$ cat config.mk
export PLATFORM = sky130hd
export DESIGN_NAME = adc_xition_monitor
export DESIGN_NICKNAME = d
export VERILOG_FILES = /design/src/rtl/calmon_pkg.sv /design/src/rtl/calmon_classify.sv /design/src/rtl/calmon_window.sv /design/src/rtl/calmon_counter.sv /design/src/rtl/calmon_judge.sv /design/src/rtl/adc_xition_monitor.sv
export SDC_FILE = /design/constraint.sdc
export NUM_CORES = 1
export LEC_CHECK = 0
export ABC_AREA = 1
export BUFFER_PORTS_ARGS = -buffer_cell sky130_fd_sc_hd__buf_2
export CAP_MARGIN = 20
export CORE_ASPECT_RATIO = 0.7
export CORE_MARGIN = 2
export CORE_UTILIZATION = 44
export CTS_BUF_LIST = sky130_fd_sc_hd__clkbuf_4 sky130_fd_sc_hd__clkbuf_8
export CTS_CLUSTER_SIZE = 16
export DETAILED_ROUTE_END_ITERATION = 8
export PLACE_DENSITY = 0.69
export SYNTH_ARGS = -nofsm -noshare
export SYNTH_HDL_FRONTEND = slang
export SYNTH_SLANG_ARGS = --single-unit
$ cat constraint.sdc
create_clock -name clk_i -period 6.81 [get_ports clk_i]
set_input_delay 0.681 -clock clk_i [delete_from_list [all_inputs] [get_ports clk_i]]
set_output_delay 0.681 -clock clk_i [all_outputs]
set_load 0.01 [all_outputs]
$ cat src/rtl/calmon_pkg.sv
package calmon_pkg;

  typedef enum logic {
    MODE_OFFSET = 1'b0,
    MODE_GAIN   = 1'b1
  } cal_mode_e;

  // lower code of the watched boundary for a given mode
  function automatic logic [31:0] low_target(input logic gain, input int unsigned code_w);
    logic [31:0] full;
    full = (32'd1 << code_w) - 32'd1;
    return gain ? (full - 32'd1) : 32'd0;
  endfunction

  function automatic logic [31:0] abs_diff(input logic [31:0] a, input logic [31:0] b);
    return (a > b) ? (a - b) : (b - a);
  endfunction

  function automatic logic pair_balanced(input logic [31:0] lo, input logic [31:0] hi,
                                         input logic [31:0] tol);
    return (lo != 32'd0) && (hi != 32'd0) && (abs_diff(lo, hi) <= tol);
  endfunction

  function automatic logic over_half(input logic [31:0] others, input logic [31:0] len);
    return others > (len >> 1);
  endfunction

endpackage

$ cat src/rtl/calmon_classify.sv
module calmon_classify #(
  parameter int CODE_W = 12
) (
  input  logic              valid_i,
  input  logic [CODE_W-1:0] code_i,
  input  logic              gain_i,
  output logic              hit_lo_o,
  output logic              hit_hi_o,
  output logic              hit_other_o
);
  localparam logic [CODE_W-1:0] OFS_LO = '0;
  localparam logic [CODE_W-1:0] GAIN_LO =
    CODE_W'(calmon_pkg::low_target(1'b1, CODE_W));

  logic [CODE_W-1:0] lo_code;
  logic [CODE_W-1:0] hi_code;

  always_comb begin
    lo_code     = gain_i ? GAIN_LO : OFS_LO;
    hi_code     = lo_code + CODE_W'(1);
    hit_lo_o    = valid_i && (code_i == lo_code);
    hit_hi_o    = valid_i && (code_i == hi_code);
    hit_other_o = valid_i && !hit_lo_o && !hit_hi_o;
  end
endmodule

$ cat src/rtl/calmon_window.sv
module calmon_window #(
  parameter int WIN_W = 12
) (
  input  logic             clk_i,
  input  logic             rst_ni,
  input  logic             valid_i,
  input  logic             gain_req_i,
  input  logic             gain_allowed_i,
  input  logic [WIN_W-1:0] len_req_i,
  output logic             first_o,
  output logic             last_o,
  output logic             gain_eff_o,
  output logic             refused_o,
  output logic [WIN_W-1:0] len_eff_o,
  output logic             mid_o,
  output logic [WIN_W-1:0] idx_o,
  output logic [WIN_W-1:0] len_held_o
);
  logic             mid_q;
  logic [WIN_W-1:0] idx_q;
  logic [WIN_W-1:0] len_q;
  logic             gain_q;
  logic             ref_q;
  logic [WIN_W-1:0] idx_cur;
  logic [WIN_W-1:0] len_clamped;

  always_comb begin
    len_clamped = (len_req_i == '0) ? WIN_W'(1) : len_req_i;
    first_o     = !mid_q;
    len_eff_o   = first_o ? len_clamped : len_q;
    gain_eff_o  = first_o ? (gain_req_i && gain_allowed_i) : gain_q;
    refused_o   = first_o ? (gain_req_i && !gain_allowed_i) : ref_q;
    idx_cur     = first_o ? '0 : idx_q;
    last_o      = valid_i && (idx_cur == (len_eff_o - WIN_W'(1)));
  end

  always_ff @(posedge clk_i or negedge rst_ni) begin
    if (!rst_ni) begin
      mid_q  <= 1'b0;
      idx_q  <= '0;
      len_q  <= WIN_W'(1);
      gain_q <= 1'b0;
      ref_q  <= 1'b0;
    end else if (valid_i) begin
      if (first_o) begin
        len_q  <= len_clamped;
        gain_q <= gain_eff_o;
        ref_q  <= refused_o;
      end
      if (last_o) begin
        mid_q <= 1'b0;
        idx_q <= '0;
      end else begin
        mid_q <= 1'b1;
        idx_q <= idx_cur + WIN_W'(1);
      end
    end
  end

  assign mid_o      = mid_q;
  assign idx_o      = idx_q;
  assign len_held_o = len_q;
endmodule

$ cat src/rtl/calmon_counter.sv
module calmon_counter #(
  parameter int W = 12
) (
  input  logic         clk_i,
  input  logic         rst_ni,
  input  logic         step_i,
  input  logic         restart_i,
  input  logic         inc_i,
  output logic [W-1:0] next_o
);
  logic [W-1:0] cnt_q;

  assign next_o = (restart_i ? '0 : cnt_q) + W'(inc_i);

  always_ff @(posedge clk_i or negedge rst_ni) begin
    if (!rst_ni)     cnt_q <= '0;
    else if (step_i) cnt_q <= next_o;
  end
endmodule

$ cat src/rtl/calmon_judge.sv
module calmon_judge #(
  parameter int WIN_W = 12
) (
  input  logic             clk_i,
  input  logic             rst_ni,
  input  logic             fire_i,
  input  logic [WIN_W-1:0] lo_i,
  input  logic [WIN_W-1:0] hi_i,
  input  logic [WIN_W-1:0] other_i,
  input  logic [WIN_W-1:0] len_i,
  input  logic [WIN_W-1:0] tol_i,
  input  logic             gain_i,
  input  logic             refused_i,
  output logic [WIN_W-1:0] lo_o,
  output logic [WIN_W-1:0] hi_o,
  output logic             balanced_o,
  output logic             oob_o,
  output logic             gain_o,
  output logic             refused_o,
  output logic             cleared_o,
  output logic             done_o
);
  logic bal_now;
  logic oob_now;

  always_comb begin
    bal_now = calmon_pkg::pair_balanced(32'(lo_i), 32'(hi_i), 32'(tol_i));
    oob_now = calmon_pkg::over_half(32'(other_i), 32'(len_i));
  end

  always_ff @(posedge clk_i or negedge rst_ni) begin
    if (!rst_ni) begin
      lo_o       <= '0;
      hi_o       <= '0;
      balanced_o <= 1'b0;
      oob_o      <= 1'b0;
      gain_o     <= 1'b0;
      refused_o  <= 1'b0;
      cleared_o  <= 1'b0;
      done_o     <= 1'b0;
    end else begin
      done_o <= fire_i;
      if (fire_i) begin
        lo_o       <= lo_i;
        hi_o       <= hi_i;
        balanced_o <= bal_now;
        oob_o      <= oob_now;
        gain_o     <= gain_i;
        refused_o  <= refused_i;
        if (gain_i == calmon_pkg::MODE_OFFSET) cleared_o <= bal_now;
      end
    end
  end
endmodule

$ cat src/rtl/adc_xition_monitor.sv
module adc_xition_monitor #(
  parameter int CODE_W = 12,
  parameter int WIN_W  = 12
) (
  input  logic              clk_i,
  input  logic              rst_ni,
  input  logic              smp_valid_i,
  input  logic [CODE_W-1:0] smp_code_i,
  input  logic              gain_req_i,
  input  logic [WIN_W-1:0]  win_len_i,
  input  logic [WIN_W-1:0]  tol_i,
  output logic [WIN_W-1:0]  lo_count_o,
  output logic [WIN_W-1:0]  hi_count_o,
  output logic              balanced_o,
  output logic              out_of_band_o,
  output logic              gain_mode_o,
  output logic              gain_refused_o,
  output logic              offset_cleared_o,
  output logic              done_o
);
  localparam int NUM_CNT = 3; // lower hits, upper hits, other codes

  logic             win_first;
  logic             win_last;
  logic             win_gain;
  logic             win_refused;
  logic [WIN_W-1:0] win_len;
  logic             win_mid;
  logic [WIN_W-1:0] win_idx;
  logic [WIN_W-1:0] win_len_held;
  logic             window_fire;
  logic [NUM_CNT-1:0] hit;
  logic [WIN_W-1:0] cnt_next [NUM_CNT];

  calmon_window #(.WIN_W(WIN_W)) i_window (
    .clk_i          (clk_i),
    .rst_ni         (rst_ni),
    .valid_i        (smp_valid_i),
    .gain_req_i     (gain_req_i),
    .gain_allowed_i (offset_cleared_o),
    .len_req_i      (win_len_i),
    .first_o        (win_first),
    .last_o         (win_last),
    .gain_eff_o     (win_gain),
    .refused_o      (win_refused),
    .len_eff_o      (win_len),
    .mid_o          (win_mid),
    .idx_o          (win_idx),
    .len_held_o     (win_len_held)
  );

  calmon_classify #(.CODE_W(CODE_W)) i_classify (
    .valid_i     (smp_valid_i),
    .code_i      (smp_code_i),
    .gain_i      (win_gain),
    .hit_lo_o    (hit[0]),
    .hit_hi_o    (hit[1]),
    .hit_other_o (hit[2])
  );

  for (genvar g = 0; g < NUM_CNT; g++) begin : g_cnt
    calmon_counter #(.W(WIN_W)) i_counter (
      .clk_i     (clk_i),
      .rst_ni    (rst_ni),
      .step_i    (smp_valid_i),
      .restart_i (win_first),
      .inc_i     (hit[g]),
      .next_o    (cnt_next[g])
    );
  end

  assign window_fire = win_last;

  calmon_judge #(.WIN_W(WIN_W)) i_judge (
    .clk_i      (clk_i),
    .rst_ni     (rst_ni),
    .fire_i     (window_fire),
    .lo_i       (cnt_next[0]),
    .hi_i       (cnt_next[1]),
    .other_i    (cnt_next[2]),
    .len_i      (win_len),
    .tol_i      (tol_i),
    .gain_i     (win_gain),
    .refused_i  (win_refused),
    .lo_o       (lo_count_o),
    .hi_o       (hi_count_o),
    .balanced_o (balanced_o),
    .oob_o      (out_of_band_o),
    .gain_o     (gain_mode_o),
    .refused_o  (gain_refused_o),
    .cleared_o  (offset_cleared_o),
    .done_o     (done_o)
  );
endmodule

==> results.md, run 1 <==
- Average wire per standard cell: 14.2 um
- Antenna diode count: 0
- Distinct cells, synth: 51
- Vias in the first global route: 6,495
- Post-Synthesis Cell Area: 7420 sq um
- Fin util: 49.9%
- Worst EP arrival: 6.27 ns
- Share of the synthesized area in the top cell type: 31.0%
- Final period util: 87.3%
- Top cells by area, synth: dfrtp_1 (31%), nand2_1 (17%), ha_1 (8.9%), inv_1 (7.6%), o21ai_0 (5.4%)
- Clock Path Buffers: 2
- Total GRT Usage: 22.7%
- Starting DRT DRC Count: 528
- Ports: 70
- CTS buffer count: 9
- Antenna Violating Nets Remaining: 0
- PortBufs: 69
- Worst min path class: input pin to async pin
- Critical Path Start Type: register
- Final TNS setup: 0 ns
- Number of vias per cell: 5.07
- Slew at the pin closest to its max-slew limit: 0.840 ns
- Post-Synthesis Cells: 1,081
- Max cap viols: 0
- Die width: 159 um
- Fillcell total: 1,697
- TritonRoute pass-1 iters: 5
- Reg clk slew, reported paths: 0.10 ns
- Post-synth EDFFs: 0
- Initial Util: 45.2%
- CTS Sinks: 93
- Via Count: 6,969
- CP Class: register to register
- RSZ-0062 raised after global routing: no
- Worst EP required: 7.13 ns
- Critical Path Fanout Max: 14
- Largest stage delay, worst path: 0.42 ns
- Multi-input logic area: 4310 sq um
- GPL Wtd Cong: 0.932
- Synthesis Warnings: 0
- Layout cells sized above 1: 13.1%
- Area growth syn-to-layout: 10.4%
- GRT overflow: 0
- Sequential area share after synthesis: 31.4%
- Root Buffer: clkbuf_8
- Synth area leader: dfrtp_1
- Largest net degree at the start of global routing: 88
- CP bufs+invs: 5
- Reg-to-reg startpoint: i_window.mid_o$_DFFE_PN0P_
- Skew-Pair Late Insertion Delay: 0.39 ns
- Slowest-stage cell, CP: dfrtp_2
- Fraction of registers with async set/reset: 100%
- Setup violators final: 0
- Mean Syn Cell Area: 6.86 sq um
- Fin Clk Skew: 0.0113 ns
- R2R cell count: 40
- Initial antenna violation count: 0
- Setup crit start: i_window.mid_o$_DFFE_PN0P_
- Post-synth top flop: dfrtp_1
- # rows: 39
- Post-CTS setup buffer count: 0
- Max Slew Vio Count: 0
- Core area: 16,400 sq um
- First-pass GRT wire length: 32,800 um
- Run status: completed
- R2R setup slack: 0.86 ns
- H-tree depth: 3
- Final hold violation count: 0
- Fin nets: 1,240
- Final HPWL from detailed placement: 15,200 um
- Static leakage: 4.56 nW
- Worst VDD drop: 0.0000856 V
- CTS tree: done
- Max Fclk: 168 MHz
- Total power draw: 1.23 mW
- #FFs+latches synth: 93
- Syn nets: 1,176
- Sequential cell area: 2330 sq um
- Crit-path leading delay family: simple AND/OR/NAND/NOR gates
- Tmin final: 5.95 ns
- Critical Path Stages: 40
- CP endpoint kind: register
- Die Y: 113 um
- PD cells: 150 nW/um^2
- DRT Wirelength: 19,500 um
- Residual DRC count: 0
- CP dominant cell by count: nand2_1
- Max-slew headroom: 44.0%
- DIE AREA: 17,900 sq um
[cell usage after synthesis, types with 3 or more instances]
cell type	number
inv_2	6
xor2_1	34
o22ai_1	4
nor2_2	11
clkbuf_1	12
nand3_2	6
ha_1	53
a21oi_1	35
nor2_1	72
o21ai_2	3
nand2_2	9
nand3b_1	4
nor3_1	11
buf_2	7
buf_6	4
inv_1	151
dfrtp_1	92
nand3_1	56
or2_2	5
a21o_1	4
nand2_1	329
xnor2_1	9
nor4_1	3
nand4_1	19
o21ai_0	80
o21ai_1	29
[cell usage in the layout, fill, tap and decap left out, types with 2 or more instances in the layout]
master	n
o21bai_1	2
clkinv_4	3
nor3_1	11
dfrtp_1	91
nand3b_1	4
fa_1	2
or2_2	5
inv_1	151
a21o_1	4
a21oi_1	35
xor2_1	34
o21ai_2	4
clkbuf_8	9
xnor2_1	9
nor2_4	2
nor3_2	2
nand3_1	56
o21ai_0	79
nor2_2	11
nand2_4	2
ha_1	53
buf_2	68
nor2_1	72
o21ai_1	29
bufinv_16	2
inv_2	7
nand4_1	19
o22ai_1	4
nand2_1	329
nand3_2	6
buf_4	15
a211oi_1	2
nor4_1	3
nand2_2	9
[logic make-up after synthesis]
| logic type | after synthesis | synth area share, % |
|---|---|---|
| flip-flops | 93 | 31.4 |
| AO/OA/AOI/OAI | 166 | 12.0 |
| adder cells (fa/ha/maj) | 55 | 9.48 |
| XOR/XNOR | 43 | 5.08 |
| buffers and inverters | 188 | 10.5 |
| AND/OR/NAND/NOR | 536 | 31.6 |
[flip-flops by register name (all words and copies together) (netlist names)]
register / count
i_window.idx_o: 12
i_judge.done_o: 1
i_judge.oob_o: 1
i_judge.hi_o: 12
i_window.gain_q: 1
i_window.ref_q: 1
i_judge.balanced_o: 1
i_judge.cleared_o: 1
i_judge.refused_o: 1
i_judge.gain_o: 1
i_judge.lo_o: 12
g_cnt.i_counter.cnt_q: 36
i_window.len_held_o: 12
i_window.mid_o: 1
[worst reg2reg max path, delay by kind of cell, from the launching register on]
kind | cells | cell delay [ns]
buffers and inverters | 5 | 0.58
AO/OA/AOI/OAI | 4 | 0.55
adder cells (fa/ha/maj) | 4 | 1.09
flip-flops | 1 | 0.42
XOR/XNOR | 1 | 0.15
AND/OR/NAND/NOR | 26 | 3.10
[final cells by class]
cell class	count	share of cell area, %
clock buffers	10	1.60
repair buffers	83	5.53
flip-flops and latches	93	28.4
well taps	225	3.44
multi-input cells	800	52.7
clock inverters	5	1.05
inverters	158	7.24
[path summary, 6_finish.rpt]
| kind | end |
|---|---|
| setup / recovery | i_judge.balanced_o$_DFFE_PN0P_ |
| hold / removal | g_cnt[2].i_counter.cnt_q[11]$_DFFE_PN0P_ |
| setup reg to reg | i_judge.balanced_o$_DFFE_PN0P_ |
| hold reg to reg | i_window.idx_o[11]$_DFFE_PN0P_ |
| max in group asynchronous | i_window.mid_o$_DFFE_PN0P_ |
| min in group clk_i | i_window.idx_o[11]$_DFFE_PN0P_ |
[power breakdown]
group          switching, mW  total (mW)  internal [mW]  leakage [nW]
sequential            0.0131       0.590          0.577          1.26
combinational          0.147       0.220         0.0729          3.19
clock                  0.210       0.421          0.211         0.110
total                  0.370        1.23          0.861          4.56
[what timing repair did]
action,4_1_cts,5_1_grt
resized for setup,0,2
setup endpoints to repair,0,2
hold endpoints to repair,0,0
hold buffers,0,0
[stage by stage]
stage          setup slack (ns)  cells  hold slack (ns)  cell area (sq um)
2_1_floorplan              1.39   1081            0.385               7420
3_3_place_gp              0.620   1359            0.460               7970
3_5_place_dp              0.487   1359            0.467               7970
4_1_cts                   0.507   1374            0.218               8190
5_1_grt                   0.123   1374            0.233               8190
6_report                  0.865   1374            0.212               8190
[metal layers]
metal,share of wire [%],global-route usage (%)
met1,54,35.8
met3,8.0,6.32
met2,38,30.9
met4,0.61,3.76
met5,0,0
(Power assumes the default switching activity.)
==> run 2: changes to the inputs <==
--- a/config.mk
+++ b/config.mk
@@ -15,6 +15,7 @@
 export CTS_CLUSTER_SIZE = 16
 export DETAILED_ROUTE_END_ITERATION = 8
 export PLACE_DENSITY = 0.69
+export REMOVE_ABC_BUFFERS = 1
 export SYNTH_ARGS = -nofsm -noshare
 export SYNTH_HDL_FRONTEND = slang
 export SYNTH_SLANG_ARGS = --single-unit
==> run 2 against run 1 <==
Against the previous run:
- sequential power hardly changed
- non-clock buffer count fell by 4
- flip-flop and latch count did not move
- global-route usage fell by 0.64 points
==> results.md, run 2 (same netlist as run 1, synthesis figures left out) <==
- Antenna Violating Nets Remaining: 0 (unchanged)
- Residual DRC count: 0 (unchanged)
- Fin Clk Skew: 0.0123 ns (was 0.0113 ns)
- Area growth syn-to-layout: 9.80% (was 10.4%)
- Largest net degree at the start of global routing: 88 (unchanged)
- Post-CTS setup buffer count: 0 (unchanged)
- CP dominant cell by count: nand2_1 (unchanged)
- Fin nets: 1,236 (was 1,240)
- Worst EP arrival: 6.30 ns (was 6.27 ns)
- Antenna diode count: 0 (unchanged)
- Run status: completed (unchanged)
- H-tree depth: 3 (unchanged)
- Root Buffer: clkbuf_8 (unchanged)
- Reg-to-reg startpoint: i_window.mid_o$_DFFE_PN0P_ (unchanged)
- Core area: 16,400 sq um (unchanged)
- Total power draw: 1.20 mW (was 1.23 mW)
- Worst min path class: input pin to async pin (unchanged)
- Die Y: 113 um (unchanged)
- Post-cts resize count: 0 (unchanged)
- RSZ-0062 raised after global routing: no (unchanged)
- Vias in the first global route: 6,281 (was 6,495)
- Static leakage: 4.53 nW (was 4.56 nW)
- Average wire per standard cell: 13.8 um (was 14.2 um)
- Starting DRT DRC Count: 497 (was 528)
- First-pass GRT wire length: 32,000 um (was 32,800 um)
- Most frequent cells in the layout: nand2_1 (329), inv_1 (151), dfrtp_1 (91) (unchanged)
- DP Area: 7940 sq um (was 7970 sq um)
- Final HPWL from detailed placement: 14,800 um (was 15,200 um)
- Worst VDD drop: 0.000103 V (was 0.0000856 V)
- Crit-path leading delay family: simple AND/OR/NAND/NOR gates (unchanged)
- Initial antenna violation count: 0 (unchanged)
- Reg with most FFs: g_cnt.i_counter.cnt_q (unchanged)
- Critical Path Fanout Max: 14 (unchanged)
- Via Count: 6,927 (was 6,969)
- Ports: 70 (unchanged)
- Die width: 159 um (unchanged)
- Cts hold-fix bufs: 0 (unchanged)
- Max Fclk: 167 MHz (was 168 MHz)
- CP Class: register to register (unchanged)
- GRT overflow: 0 (unchanged)
- Final hold violation count: 0 (unchanged)
- CTS Sinks: 93 (unchanged)
- Final period util: 87.9% (was 87.3%)
- PD cells: 147 nW/um^2 (was 150 nW/um^2)
- CP endpoint kind: register (unchanged)
- Tmin final: 5.99 ns (was 5.95 ns)
- Clock Path Buffers: 2 (unchanged)
- # rows: 39 (unchanged)
- Critical Path Start Type: register (unchanged)
- Most common cell after layout, fill and taps aside: nand2_1 (unchanged)
- DIE AREA: 17,900 sq um (unchanged)
- Initial Util: 45.2% (unchanged)
- CTS buffer count: 9 (unchanged)
- TritonRoute pass-1 iters: 5 (unchanged)
- Final TNS setup: 0 ns (unchanged)
- CTS tree: done (unchanged)
- Max reg flops: 36 (unchanged)
- Setup violators final: 0 (unchanged)
- Reg clk slew, reported paths: 0.10 ns (about the same)
- CP bufs+invs: 4 (was 5)
- Number of vias per cell: 5.05 (was 5.07)
- Max cap viols: 0 (unchanged)
- Layout cells sized above 1: 12.7% (was 13.1%)
- Fin area: 8140 sq um (was 8190 sq um)
- Total GRT Usage: 22.1% (was 22.7%)
- Largest stage delay, worst path: 0.48 ns (was 0.42 ns)
- Setup crit start: i_window.mid_o$_DFFE_PN0P_ (unchanged)
- PortBufs: 69 (unchanged)
- Slowest-stage cell, CP: o21ai_0 (was dfrtp_2)
- Skew-Pair Late Insertion Delay: 0.37 ns (was 0.39 ns)
- Max Slew Vio Count: 0 (unchanged)
- Slew at the pin closest to its max-slew limit: 0.790 ns (was 0.840 ns)
- DRT Wirelength: 18,900 um (was 19,500 um)
- GPL Wtd Cong: 0.913 (was 0.932)
- Max-slew headroom: 47.4% (was 44.0%)
- Worst EP required: 7.12 ns (was 7.13 ns)
## run 2: worst paths after layout
path / depth (start not counted) / to / slack [ns]
worst max-delay path: 38 / i_judge.cleared_o$_DFFE_PN0P_ / 0.82
worst min-delay path: 1 / i_judge.lo_o[7]$_DFFE_PN0P_ / 0.27
worst max register to register: 38 / i_judge.cleared_o$_DFFE_PN0P_ / 0.82
worst min register to register: 2 / i_judge.balanced_o$_DFFE_PN0P_ / 0.48
max in group asynchronous: 2 / i_window.mid_o$_DFFE_PN0P_ / 5.41
min in group clk_i: 2 / i_judge.balanced_o$_DFFE_PN0P_ / 0.48
## run 2: per-stage QoR
step           hold slack [ns]  std cells  setup slack [ns]  util, %
6_report                 0.268       1371             0.821     49.7
5_1_grt                  0.281       1371            0.0375     49.7
4_1_cts                  0.265       1371             0.873     49.7
3_5_place_dp             0.461       1355             0.679     48.4
3_3_place_gp             0.462       1355             0.893     48.4
2_1_floorplan            0.385       1051             0.330        -
## run 2: routing by layer
layer  track usage [%]  up-vias  wire length (um)  share of wire [%]
li1                  -     3571                 -                  -
met1              35.8     3179             10600                 56
met2              30.6      167              7100                 38
met3              4.25       10              1030                5.5
met4              3.03        0               129               0.68
met5                 0        -                 0                  0
## run 2: area by class of cell
cell class              count  area [sq um]
multi-input cells         800          4310
fillers                  1727          8250
flip-flops and latches     93          2330
inverters                 158           593
clock buffers              10           138
clock inverters             6          68.8
repair buffers             79           423
well taps                 225           282
## run 2: power by group
part | total, mW | switching (mW) | internal [mW]
clock | 0.390 | 0.207 | 0.183
sequential | 0.589 | 0.0124 | 0.577
combinational | 0.220 | 0.147 | 0.0731
total | 1.20 | 0.367 | 0.832
==> run 3: changes to the inputs <==
--- a/config.mk
+++ b/config.mk
@@ -8,13 +8,16 @@
 export ABC_AREA = 1
 export BUFFER_PORTS_ARGS = -buffer_cell sky130_fd_sc_hd__buf_2
 export CAP_MARGIN = 20
+export CELL_PAD_IN_SITES_DETAIL_PLACEMENT = 1
+export CELL_PAD_IN_SITES_GLOBAL_PLACEMENT = 1
 export CORE_ASPECT_RATIO = 0.7
 export CORE_MARGIN = 2
 export CORE_UTILIZATION = 44
 export CTS_BUF_LIST = sky130_fd_sc_hd__clkbuf_4 sky130_fd_sc_hd__clkbuf_8
 export CTS_CLUSTER_SIZE = 16
 export DETAILED_ROUTE_END_ITERATION = 8
-export PLACE_DENSITY = 0.69
+export HOLD_SLACK_MARGIN = 0.05
+export PLACE_DENSITY = 0.89
 export REMOVE_ABC_BUFFERS = 1
 export SYNTH_ARGS = -nofsm -noshare
 export SYNTH_HDL_FRONTEND = slang
==> run 3 against run 2 <==
Against the previous run:
- register-to-register slack worse by 0.13 ns
- non-clock buffer count is 1 lower
- largest cell class unchanged
- count of clock-buffer cells in the layout up 1
- clock skew is 0.0035 ns lower
- cell area about the same
- critical endpoint unchanged
- critical path depth grew 1
==> results.md, run 3 (same netlist as run 1, synthesis figures left out) <==
- Die Y: 113 um (unchanged)
- Run status: completed (unchanged)
- Initial antenna violation count: 0 (unchanged)
- Max-slew headroom: 39.5% (was 47.4%)
- # rows: 39 (unchanged)
- Slowest-stage cell, CP: dfrtp_2 (was o21ai_0)
- Fin area: 8150 sq um (was 8140 sq um)
- Worst EP arrival: 6.42 ns (was 6.30 ns)
- Final HPWL from detailed placement: 17,900 um (was 14,800 um)
- Max Fclk: 163 MHz (was 167 MHz)
- Fin nets: 1,235 (was 1,236)
- Largest stage delay, worst path: 0.42 ns (was 0.48 ns)
- PD cells: 150 nW/um^2 (was 147 nW/um^2)
- Total GRT Usage: 26.4% (was 22.1%)
- Worst EP required: 7.11 ns (was 7.12 ns)
- Setup violators final: 0 (unchanged)
- Via Count: 7,342 (was 6,927)
- Number of vias per cell: 5.36 (was 5.05)
- Max Slew Vio Count: 0 (unchanged)
- Static leakage: 4.53 nW (about the same)
- Die width: 159 um (unchanged)
- Starting DRT DRC Count: 524 (was 497)
- Slew at the pin closest to its max-slew limit: 0.907 ns (was 0.790 ns)
- Max cap viols: 0 (unchanged)
- CP endpoint kind: register (unchanged)
- R2R cell count: 39 (was 38)
- Worst VDD drop: 0.0000877 V (was 0.000103 V)
- Critical Path Start Type: register (unchanged)
- Most common cell after layout, fill and taps aside: nand2_1 (unchanged)
- CP Class: register to register (unchanged)
- Most frequent cells in the layout: nand2_1 (329), inv_1 (151), dfrtp_1 (91) (unchanged)
- Root Buffer: clkbuf_8 (unchanged)
- Cts hold-fix bufs: 0 (unchanged)
- DRT Wirelength: 23,000 um (was 18,900 um)
- RSZ-0062 raised after global routing: no (unchanged)
- Largest net degree at the start of global routing: 88 (unchanged)
- Initial Util: 45.2% (unchanged)
- Layout cells sized above 1: 12.8% (was 12.7%)
- Antenna diode count: 0 (unchanged)
- Antenna Violating Nets Remaining: 0 (unchanged)
- Critical Path Fanout Max: 14 (unchanged)
- Max reg flops: 36 (unchanged)
- Area growth syn-to-layout: 9.85% (was 9.80%)
- CTS tree: done (unchanged)
- Residual DRC count: 0 (unchanged)
- CP dominant cell by count: nand2_1 (unchanged)
- Core area: 16,400 sq um (unchanged)
- TritonRoute pass-1 iters: 4 (was 5)
- Final hold violation count: 0 (unchanged)
- PortBufs: 69 (unchanged)
- CTS buffer count: 9 (unchanged)
- Ports: 70 (unchanged)
- Multi-input logic area: 4320 sq um (was 4310 sq um)
- DIE AREA: 17,900 sq um (unchanged)
- Fin Clk Skew: 0.00883 ns (was 0.0123 ns)
- Fillcell total: 2,238 (was 1,727)
- Tmin final: 6.12 ns (was 5.99 ns)
- First-pass GRT wire length: 38,300 um (was 32,000 um)
- Sequential cell area: 2330 sq um (unchanged)
- GPL Wtd Cong: 0.941 (was 0.913)
- GRT overflow: 0 (unchanged)
- DP Area: 7930 sq um (was 7940 sq um)
- CTS Sinks: 93 (unchanged)
- Reg with most FFs: g_cnt.i_counter.cnt_q (unchanged)
- Worst min path class: input pin to async pin (unchanged)
- Final period util: 89.9% (was 87.9%)
- Clock Path Buffers: 2 (unchanged)
- Vias in the first global route: 7,560 (was 6,281)
- Final TNS setup: 0 ns (unchanged)
- H-tree depth: 3 (unchanged)
- Average wire per standard cell: 16.8 um (was 13.8 um)
- Skew-Pair Late Insertion Delay: 0.37 ns (about the same)
- Reg clk slew, reported paths: 0.10 ns (about the same)
## run 3: cell types whose count changed in the layout (fill, tap and decap cells not counted)
| cell | change |
|---|---|
| clkinv_4 | +1 |
| inv_6 | -2 |
| xor2_1 | -1 |
| nor2_4 | +1 |
| clkbuf_4 | +1 |
| nor2_2 | -1 |
| o21ai_0 | -1 |
| o21ai_1 | +1 |
| xor2_2 | +1 |
| buf_4 | -1 |
## run 3: final cells by class
class                           count  area share [%]
Tap cell                          225            3.46
Clock inverter                      5           0.737
Sequential cell                    93            28.6
Inverter                          158            7.28
Clock buffer                       11            1.78
Timing Repair Buffer               78            5.10
Multi-Input combinational cell    800            53.1
## run 3: path summary, 6_finish.rpt
| path | startpoint | end | slack (ns) |
|---|---|---|---|
| max in group asynchronous | rst_ni | g_cnt[1].i_counter.cnt_q[0]$_DFFE_PN0P_ | 5.37 |
| min in group clk_i | g_cnt[2].i_counter.cnt_q[10]$_DFFE_PN0P_ | g_cnt[2].i_counter.cnt_q[10]$_DFFE_PN0P_ | 0.49 |
| worst max register to register | i_window.mid_o$_DFFE_PN0P_ | i_judge.cleared_o$_DFFE_PN0P_ | 0.69 |
| worst max-delay path | i_window.mid_o$_DFFE_PN0P_ | i_judge.cleared_o$_DFFE_PN0P_ | 0.69 |
| worst min register to register | g_cnt[2].i_counter.cnt_q[10]$_DFFE_PN0P_ | g_cnt[2].i_counter.cnt_q[10]$_DFFE_PN0P_ | 0.49 |
| worst min-delay path | rst_ni | g_cnt[2].i_counter.cnt_q[10]$_DFFE_PN0P_ | 0.21 |
## run 3: stage by stage
stage | utilization, % | setup WS (ns) | hold WS, ns | power, mW | instances
final | 49.7 | 0.690 | 0.214 | 1.22 | 1370
after global routing | 49.7 | 0.0231 | 0.225 | 1.28 | 1370
after CTS | 49.6 | 0.572 | 0.214 | 1.23 | 1370
after detailed placement | 48.4 | 0.426 | 0.469 | 0.832 | 1354
after global placement | 48.4 | 0.784 | 0.459 | 0.816 | 1354
after floorplan | - | 0.330 | 0.385 | 0.744 | 1051
## run 3: layer usage
metal / part of all wire [%] / global-route usage (%)
met5: 0 / 0
met4: 0.94 / 3.33
met3: 5.2 / 4.14
met2: 43 / 41.8
met1: 51 / 39.2
## run 3: report_power, final
group | total [mW] | switching (mW) | internal [mW] | leakage, nW
registers | 0.591 | 0.0146 | 0.577 | 1.26
clock network | 0.394 | 0.209 | 0.185 | 0.103
logic | 0.235 | 0.161 | 0.0737 | 3.17
total | 1.22 | 0.385 | 0.835 | 4.53
## run 3: repair_timing
item                                    in CTS  in global routing
setup buffers                                0                  0
resized for setup                            0                  3
endpoints found under the setup margin       0                  2
## run 3: critical path, delay by kind of cell, from the launching register on
kind / cells / cell delay (ns)
fa+ha+maj: 4 / 1.05
flops: 1 / 0.42
compound gates: 4 / 0.66
buf+inv: 4 / 0.52
xor+xnor: 1 / 0.25
simple gates: 26 / 3.13
